<file path="config.mk">
export PLATFORM = sky130hd
export DESIGN_NAME = pgr_renamer
export DESIGN_NICKNAME = d
export VERILOG_FILES = /design/src/rtl/pgr_pkg.sv /design/src/rtl/pgr_free_pool.sv /design/src/rtl/pgr_map_table.sv /design/src/rtl/pgr_pair_ctrl.sv /design/src/rtl/pgr_renamer.sv
export SDC_FILE = /design/constraint.sdc
export NUM_CORES = 1
export LEC_CHECK = 0
export BUFFER_PORTS_ARGS = -buffer_cell sky130_fd_sc_hd__buf_4
export CAP_MARGIN = 40
export CORE_ASPECT_RATIO = 0.5
export CORE_MARGIN = 10
export CORE_UTILIZATION = 61
export CTS_CLUSTER_SIZE = 40
export DETAILED_ROUTE_END_ITERATION = 16
export PLACE_DENSITY = 0.88
export SYNTH_ARGS = -nofsm -noshare
export SYNTH_HDL_FRONTEND = slang
export SYNTH_SLANG_ARGS = --single-unit
</file>
<file path="constraint.sdc">
create_clock -name clk -period 4.3 [get_ports clk]
set_input_delay 0.215 -clock clk [delete_from_list [all_inputs] [get_ports clk]]
set_output_delay 0.215 -clock clk [all_outputs]
set_load 0.005 [all_outputs]
</file>
<file path="src/rtl/pgr_pkg.sv">
package pgr_pkg;

    localparam int DEF_ARCH = 16;
    localparam int DEF_PHYS = 32;

    typedef enum logic [1:0] {
        KIND_PLAIN  = 2'd0,
        KIND_LEAD   = 2'd1,
        KIND_FOLLOW = 2'd2
    } kind_e;

    function automatic kind_e classify(input logic in_region, input logic lead_path);
        if (!in_region) return KIND_PLAIN;
        return lead_path ? KIND_LEAD : KIND_FOLLOW;
    endfunction

    typedef struct packed {
        logic need_alloc;
        logic tbl_write;
        logic use_pend;
        logic dst_ok;
        logic err;
    } step_t;

endpackage

</file>
<file path="src/rtl/pgr_free_pool.sv">
module pgr_free_pool #(
    parameter int NPHYS = pgr_pkg::DEF_PHYS,
    parameter int NARCH = pgr_pkg::DEF_ARCH,
    localparam int TW = $clog2(NPHYS)
) (
    input  logic             clk,
    input  logic             rst,
    input  logic             take,
    input  logic             ret_valid,
    input  logic [TW-1:0]    ret_tag,
    output logic             avail,
    output logic [TW-1:0]    grant_tag,
    output logic [NPHYS-1:0] pool_map
);
    localparam logic [NPHYS-1:0] INIT_MAP = {NPHYS{1'b1}} << NARCH;

    logic [NPHYS-1:0] pool_q;
    logic [NPHYS-1:0] pool_d;
    logic             found;

    always_comb begin
        grant_tag = '0;
        found     = 1'b0;
        for (int i = 0; i < NPHYS; i++) begin
            if (pool_q[i] && !found) begin
                grant_tag = TW'(i);
                found     = 1'b1;
            end
        end
    end

    always_comb begin
        pool_d = pool_q;
        if (take)      pool_d[grant_tag] = 1'b0;
        if (ret_valid) pool_d[ret_tag]   = 1'b1;
    end

    always_ff @(posedge clk) begin
        if (rst) pool_q <= INIT_MAP;
        else     pool_q <= pool_d;
    end

    assign avail    = found;
    assign pool_map = pool_q;
endmodule

</file>
<file path="src/rtl/pgr_map_table.sv">
module pgr_map_table #(
    parameter int NARCH = pgr_pkg::DEF_ARCH,
    parameter int NPHYS = pgr_pkg::DEF_PHYS,
    localparam int AW = $clog2(NARCH),
    localparam int TW = $clog2(NPHYS)
) (
    input  logic          clk,
    input  logic          rst,
    input  logic [AW-1:0] rd_a_idx,
    input  logic [AW-1:0] rd_b_idx,
    output logic [TW-1:0] rd_a_tag,
    output logic [TW-1:0] rd_b_tag,
    input  logic          wr_en,
    input  logic [AW-1:0] wr_idx,
    input  logic [TW-1:0] wr_tag
);
    logic [TW-1:0] ent [NARCH];

    for (genvar g = 0; g < NARCH; g++) begin : g_ent
        logic [TW-1:0] slot_q;
        always_ff @(posedge clk) begin
            if (rst)                                slot_q <= TW'(g);
            else if (wr_en && wr_idx == AW'(g))     slot_q <= wr_tag;
        end
        assign ent[g] = slot_q;
    end

    assign rd_a_tag = ent[rd_a_idx];
    assign rd_b_tag = ent[rd_b_idx];
endmodule

</file>
<file path="src/rtl/pgr_pair_ctrl.sv">
module pgr_pair_ctrl
    import pgr_pkg::*;
#(
    parameter int AW = 4,
    parameter int TW = 5
) (
    input  logic          clk,
    input  logic          rst,
    input  logic          accept,
    input  logic          in_pred,
    input  logic          in_path,
    input  logic          in_has_dst,
    input  logic [AW-1:0] in_dst,
    input  logic [TW-1:0] grant_tag,
    output step_t         step,
    output logic [TW-1:0] dst_tag,
    output logic          pend_valid,
    output logic [TW-1:0] pend_tag,
    output logic          pend_has,
    output logic [AW-1:0] pend_dst
);
    kind_e kind;
    logic  match;

    always_comb begin
        kind  = classify(in_pred, in_path);
        match = pend_valid && (pend_has == in_has_dst) &&
                (!in_has_dst || pend_dst == in_dst);

        step.need_alloc = in_has_dst && (kind != KIND_FOLLOW);
        step.use_pend   = (kind == KIND_FOLLOW);
        step.err        = (kind == KIND_FOLLOW) && !match;
        step.dst_ok     = in_has_dst && !step.err;
        step.tbl_write  = in_has_dst &&
                          ((kind == KIND_PLAIN) || (kind == KIND_FOLLOW && match));

        if (!step.dst_ok)       dst_tag = '0;
        else if (step.use_pend) dst_tag = pend_tag;
        else                    dst_tag = grant_tag;
    end

    always_ff @(posedge clk) begin
        if (rst) begin
            pend_valid <= 1'b0;
            pend_tag   <= '0;
            pend_has   <= 1'b0;
            pend_dst   <= '0;
        end else if (accept) begin
            if (kind == KIND_LEAD) begin
                pend_valid <= 1'b1;
                pend_has   <= in_has_dst;
                pend_dst   <= in_dst;
                pend_tag   <= in_has_dst ? grant_tag : '0;
            end else if (kind == KIND_FOLLOW) begin
                pend_valid <= 1'b0;
            end
        end
    end
endmodule

</file>
<file path="src/rtl/pgr_renamer.sv">
module pgr_renamer
    import pgr_pkg::*;
#(
    parameter int NUM_ARCH = pgr_pkg::DEF_ARCH,
    parameter int NUM_PHYS = pgr_pkg::DEF_PHYS,
    localparam int AW = $clog2(NUM_ARCH),
    localparam int TW = $clog2(NUM_PHYS)
) (
    input  logic          clk,
    input  logic          rst,
    input  logic          in_valid,
    output logic          in_ready,
    input  logic          in_pred,
    input  logic          in_path,
    input  logic          in_has_dst,
    input  logic [AW-1:0] in_dst,
    input  logic [AW-1:0] in_src_a,
    input  logic [AW-1:0] in_src_b,
    input  logic          ret_valid,
    input  logic [TW-1:0] ret_tag,
    output logic          out_valid,
    output logic [TW-1:0] out_src_a_tag,
    output logic [TW-1:0] out_src_b_tag,
    output logic          out_has_dst,
    output logic [TW-1:0] out_dst_tag,
    output logic          out_err
);
    step_t            step;
    logic             accept;
    logic             pool_avail;
    logic [TW-1:0]    grant_tag;
    logic [NUM_PHYS-1:0] pool_map;
    logic [TW-1:0]    rd_a_tag;
    logic [TW-1:0]    rd_b_tag;
    logic [TW-1:0]    dst_tag;
    logic             pend_valid;
    logic [TW-1:0]    pend_tag;
    logic             pend_has;
    logic [AW-1:0]    pend_dst;

    assign in_ready = !step.need_alloc || pool_avail;
    assign accept   = in_valid && in_ready;

    pgr_pair_ctrl #(.AW(AW), .TW(TW)) u_ctrl (
        .clk        (clk),
        .rst        (rst),
        .accept     (accept),
        .in_pred    (in_pred),
        .in_path    (in_path),
        .in_has_dst (in_has_dst),
        .in_dst     (in_dst),
        .grant_tag  (grant_tag),
        .step       (step),
        .dst_tag    (dst_tag),
        .pend_valid (pend_valid),
        .pend_tag   (pend_tag),
        .pend_has   (pend_has),
        .pend_dst   (pend_dst)
    );

    pgr_free_pool #(.NPHYS(NUM_PHYS), .NARCH(NUM_ARCH)) u_pool (
        .clk       (clk),
        .rst       (rst),
        .take      (accept && step.need_alloc),
        .ret_valid (ret_valid),
        .ret_tag   (ret_tag),
        .avail     (pool_avail),
        .grant_tag (grant_tag),
        .pool_map  (pool_map)
    );

    pgr_map_table #(.NARCH(NUM_ARCH), .NPHYS(NUM_PHYS)) u_tbl (
        .clk      (clk),
        .rst      (rst),
        .rd_a_idx (in_src_a),
        .rd_b_idx (in_src_b),
        .rd_a_tag (rd_a_tag),
        .rd_b_tag (rd_b_tag),
        .wr_en    (accept && step.tbl_write),
        .wr_idx   (in_dst),
        .wr_tag   (dst_tag)
    );

    always_ff @(posedge clk) begin
        if (rst) begin
            out_valid     <= 1'b0;
            out_src_a_tag <= '0;
            out_src_b_tag <= '0;
            out_has_dst   <= 1'b0;
            out_dst_tag   <= '0;
            out_err       <= 1'b0;
        end else begin
            out_valid <= accept;
            out_err   <= accept && step.err;
            if (accept) begin
                out_src_a_tag <= rd_a_tag;
                out_src_b_tag <= rd_b_tag;
                out_has_dst   <= step.dst_ok;
                out_dst_tag   <= dst_tag;
            end
        end
    end
endmodule

</file>
==> summary.md <==
| Metric | Value |
|---|---|
| First-pass detailed-route iteration total | `6` |
| Port buffer count | `42` |
| Yosys synthesis warning count | `0` |
| P_sw | `823 uW` |
| Mux contribution to synthesized area | `18.7%` |
| Clk sinks | `between 100 and 150` |
| Via density | `about 7` |
| PD cells | `397 nW/um^2` |
| GP Congestion | `0.966` |
| Cell Area, Synth | `7150 sq um` |
| Max Clock Freq | `272 MHz` |
| Die ar. | `16,700 sq um` |
| Main synth FF type | `dfxtp_1` |
| Worst-case clock skew | `0.00916 ns` |
| Final net count | `800` |
| Largest family of logic cells by synthesized area | `simple AND/OR/NAND/NOR gates` |
| Final Hold Viols | `0` |
| # diodes | `0` |
| Bufs on Longest Clock Path | `2` |
| Total track usage | `24.8%` |
| Logic pwr share | `9.1%` |
| Io pins | `43` |
| Initial DRC count | `1,144` |
| Clock Pin Slew Worst Setup and Hold Paths | `approximately 0.060 ns` |
| Util after Layout | `73.1%` |
| Setup Crit Path Kind | `reg -> reg` |
| Row cnt | `27` |
| Cells resized by post-CTS repair | `0` |
| Post-DR wirelength/cell | `between 20 and 25 um` |
| Async SR Flop Fraction | `0%` |
| DR DRC count | `0` |
| # Max-Cap Violations | `0` |
| Total grt overflow | `0` |
| Run status | `completed` |
| Hpwl dp | `13.2 mm` |
| Initial antenna violation count | `0` |
| Vias in the first global route | `between 6,000 and 7,000` |
| Post-layout min period | `between 3 and 4 ns` |
| Clk Latency, worst-skew pair | `0.43 ns` |
| Setup TNS | `0 ns` |
| Slew Limit Fails | `0` |
| Cells after synthesis | `760` |
| Worst EP required | `4.61 ns` |
| Post-synthesis sequential element count | `141` |
| CP Max Fanout | `18` |
| RSZ-0062 raised after global routing | `no` |
| Area Growth Syn to Fin | `14.8%` |
| Worst flop-to-flop path endpoint | `u_tbl.g_ent[3].slot_q[2]` |
| Via count | `between 6,000 and 7,000` |
| Die X-Extent | `approximately 170 um` |
| Sequential share of power | `40.9%` |
| Synth unique cells | `57` |
| Element type at the critical path end | `flop` |
| Sequential share of the synthesized area | `39.5%` |
| Startpoint types | `flop` |
| Xor/xnor share of the synthesized area | `0.490%` |
| Complex-gate fraction of the synthesized area | `17.9%` |
| Post-synthesis net count | `784` |
| Switching share of power | `25.3%` |
| Core area | `about 11,000 sq um` |
| First-pass GRT wire length | `roughly 33 mm` |
| Hold Path End | `u_ctrl.pend_dst[2]` |
| Leakage | `0.00291 uW` |
| Relative slew margins | `between 30% and 40%` |
| Hold-critical path depth | `3` |
| CTS tree | `done` |
| Mean Syn Cell Area | `9.40 sq um` |
| Die height | `approximately 97 um` |
| Worst vdd ir | `264 uV` |
| Worst r2r path cells | `7` |
| Period utilisation layout | `85.6%` |
| Largest net degree at the start of global routing | `between 70 and 80` |
| Area share of fa/ha/maj cells after synthesis | `0%` |
| Clk pwr share | `50.0%` |
| Hold Crit Class | `in -> reg` |
| Min-delay src | `in_dst[2]` |
| Final ANT Viol Nets | `0` |
| RR Startpoint | `u_pool.pool_map[0]` |
| Starting Density | `63.7%` |
| Crit path arrival time | `3.99 ns` |
| Final wirelength | `21.0 mm` |
| H-tree Lvls | `4` |
| R2R setup slack | `roughly 0.62 ns` |
| Share of layout cells above drive strength 1 | `18.5%` |
| EDFF count, synth | `0` |
| CTS Root Cell | `clkbuf_16` |
| Final setup vio count | `0` |
| Worst-margin pin slew | `1.01 ns` |
| Synth Area in Simple Gates | `20.0%` |
| P_int | `2440 uW` |
| TritonCTS Buffers | `17` |
## Yosys cell counts (3+ instances only)
cell type	n	share of area [%]
xor2_1	4	0.49
nand2b_1	15	1.3
a311oi_1	3	0.37
mux2i_1	20	2.8
clkbuf_1	50	2.6
a21o_1	5	0.53
o21ai_0	51	3.6
nor2_1	62	3.3
inv_1	10	0.53
nor4_1	11	0.96
a211o_1	18	2.2
nand2_1	79	4.1
dfxtp_1	141	40
a221o_1	6	0.84
or4_1	7	0.74
nand3b_1	30	3.2
nand3_1	9	0.63
o211ai_1	3	0.32
o31ai_1	10	1.1
nor3_1	13	0.91
a211oi_1	6	0.63
nor3b_1	6	0.63
and4_1	3	0.37
nor2b_1	5	0.44
buf_1	3	0.16
a21oi_1	80	5.6
nand4_1	5	0.44
or3_1	7	0.61
o21ai_1	8	0.56
or2_2	6	0.53
mux4_2	50	16
## metrics by stage
stage                     power, uW  setup WS (ns)  hold WS (ns)  area [sq um]  cells
after floorplan                1550           1.19         0.294          7150    760
after detailed placement       1650          0.707         0.402          7550    915
after global placement         1640          0.803         0.406          7510    913
final                          3260          0.621        0.0638          8200    948
after CTS                      3250          0.682        0.0626          8200    948
after global routing           3330          0.490        0.0813          8200    948
## how the worst max path moves through the flow
stage	from	end	slack, ns	depth (start not counted)
global route	u_pool.pool_map[0]	u_tbl.g_ent[3].slot_q[1]	0.49	7
finish	u_pool.pool_map[0]	u_tbl.g_ent[3].slot_q[2]	0.62	7
global placement	u_pool.pool_map[0]	u_tbl.g_ent[14].slot_q[0]	0.80	7
CTS	u_pool.pool_map[0]	u_tbl.g_ent[0].slot_q[0]	0.68	7
detailed placement	u_pool.pool_map[0]	u_tbl.g_ent[0].slot_q[0]	0.71	7
floorplan	u_pool.pool_map[0]	u_tbl.g_ent[12].slot_q[0]	1.19	9
## final cells by class
class                      instances  area [sq um]
multi-input combinational        554          4080
fill                             780          3010
sequential                       141          2820
clock buffer                      18           439
timing repair buffer              52           413
clock inverter                    14           209
tap                              159           199
inverter                          10          37.5
## logic make-up (layout without fill, tap and decap cells)
| logic type | count (synthesis) | after routing |
|---|---|---|
| compound gates | 206 | 206 |
| xor+xnor | 4 | 4 |
| buf+inv | 65 | 94 |
| flops | 141 | 141 |
| mux | 71 | 71 |
| simple gates | 273 | 273 |
## state kept, by name, indices dropped and copies added, names as in the netlist
signal and count:
u_ctrl.pend_valid 1, u_pool.pool_map 32, out_src_b_tag 5, out_dst_tag 5, u_tbl.g_ent.slot_q 80, out_has_dst 1, out_valid 1, out_src_a_tag 5
u_ctrl.pend_has 1, u_ctrl.pend_dst 4, out_err 1, u_ctrl.pend_tag 5
## layout by cell type, fill, tap and decap left out, types with 8 or more instances in the layout
master / count
a211o_1: 18
a21oi_1: 80
buf_4: 50
clkbuf_16: 17
dfxtp_1: 141
inv_1: 10
mux2i_1: 20
mux4_2: 50
nand2_1: 79
nand2b_1: 15
nand3_1: 9
nand3b_1: 30
nor2_1: 62
nor3_1: 13
nor4_1: 11
o21ai_0: 51
o21ai_1: 8
o31ai_1: 10
## what timing repair did
item,4_1_cts,5_1_grt
hold buffers,1,0
setup buffers,0,0
hold endpoints to repair,1,0
## metal layers
| metal | part of all wire (%) | GRT usage [%] | up-vias |
|---|---|---|---|
| li1 | - | - | 2880 |
| met4 | 4.1 | 14.5 | 0 |
| met3 | 11 | 6.93 | 95 |
| met1 | 37 | 28.3 | 3186 |
| met2 | 48 | 42.3 | 454 |
| met5 | 0 | 0 | - |
## power by group through the flow
| stage | sequential, uW | combinational [uW] | clock (uW) |
|---|---|---|---|
| final | 1330 | 297 | 1630 |
| after detailed placement | 1360 | 284 | 0 |
| after floorplan | 1360 | 190 | 0 |
| after CTS | 1330 | 289 | 1620 |
| after global routing | 1340 | 317 | 1680 |
| after global placement | 1360 | 275 | 0 |
## critical path: stages (launching register included)
cell     delay [ns]
dfxtp_1        0.34
or4_4          0.57
or4_1          0.72
o41a_1         0.75
nand4_1        0.36
or3_1          0.48
mux2i_1        0.26
nor2_1         0.08
Power figures use the tool's default switching activity.
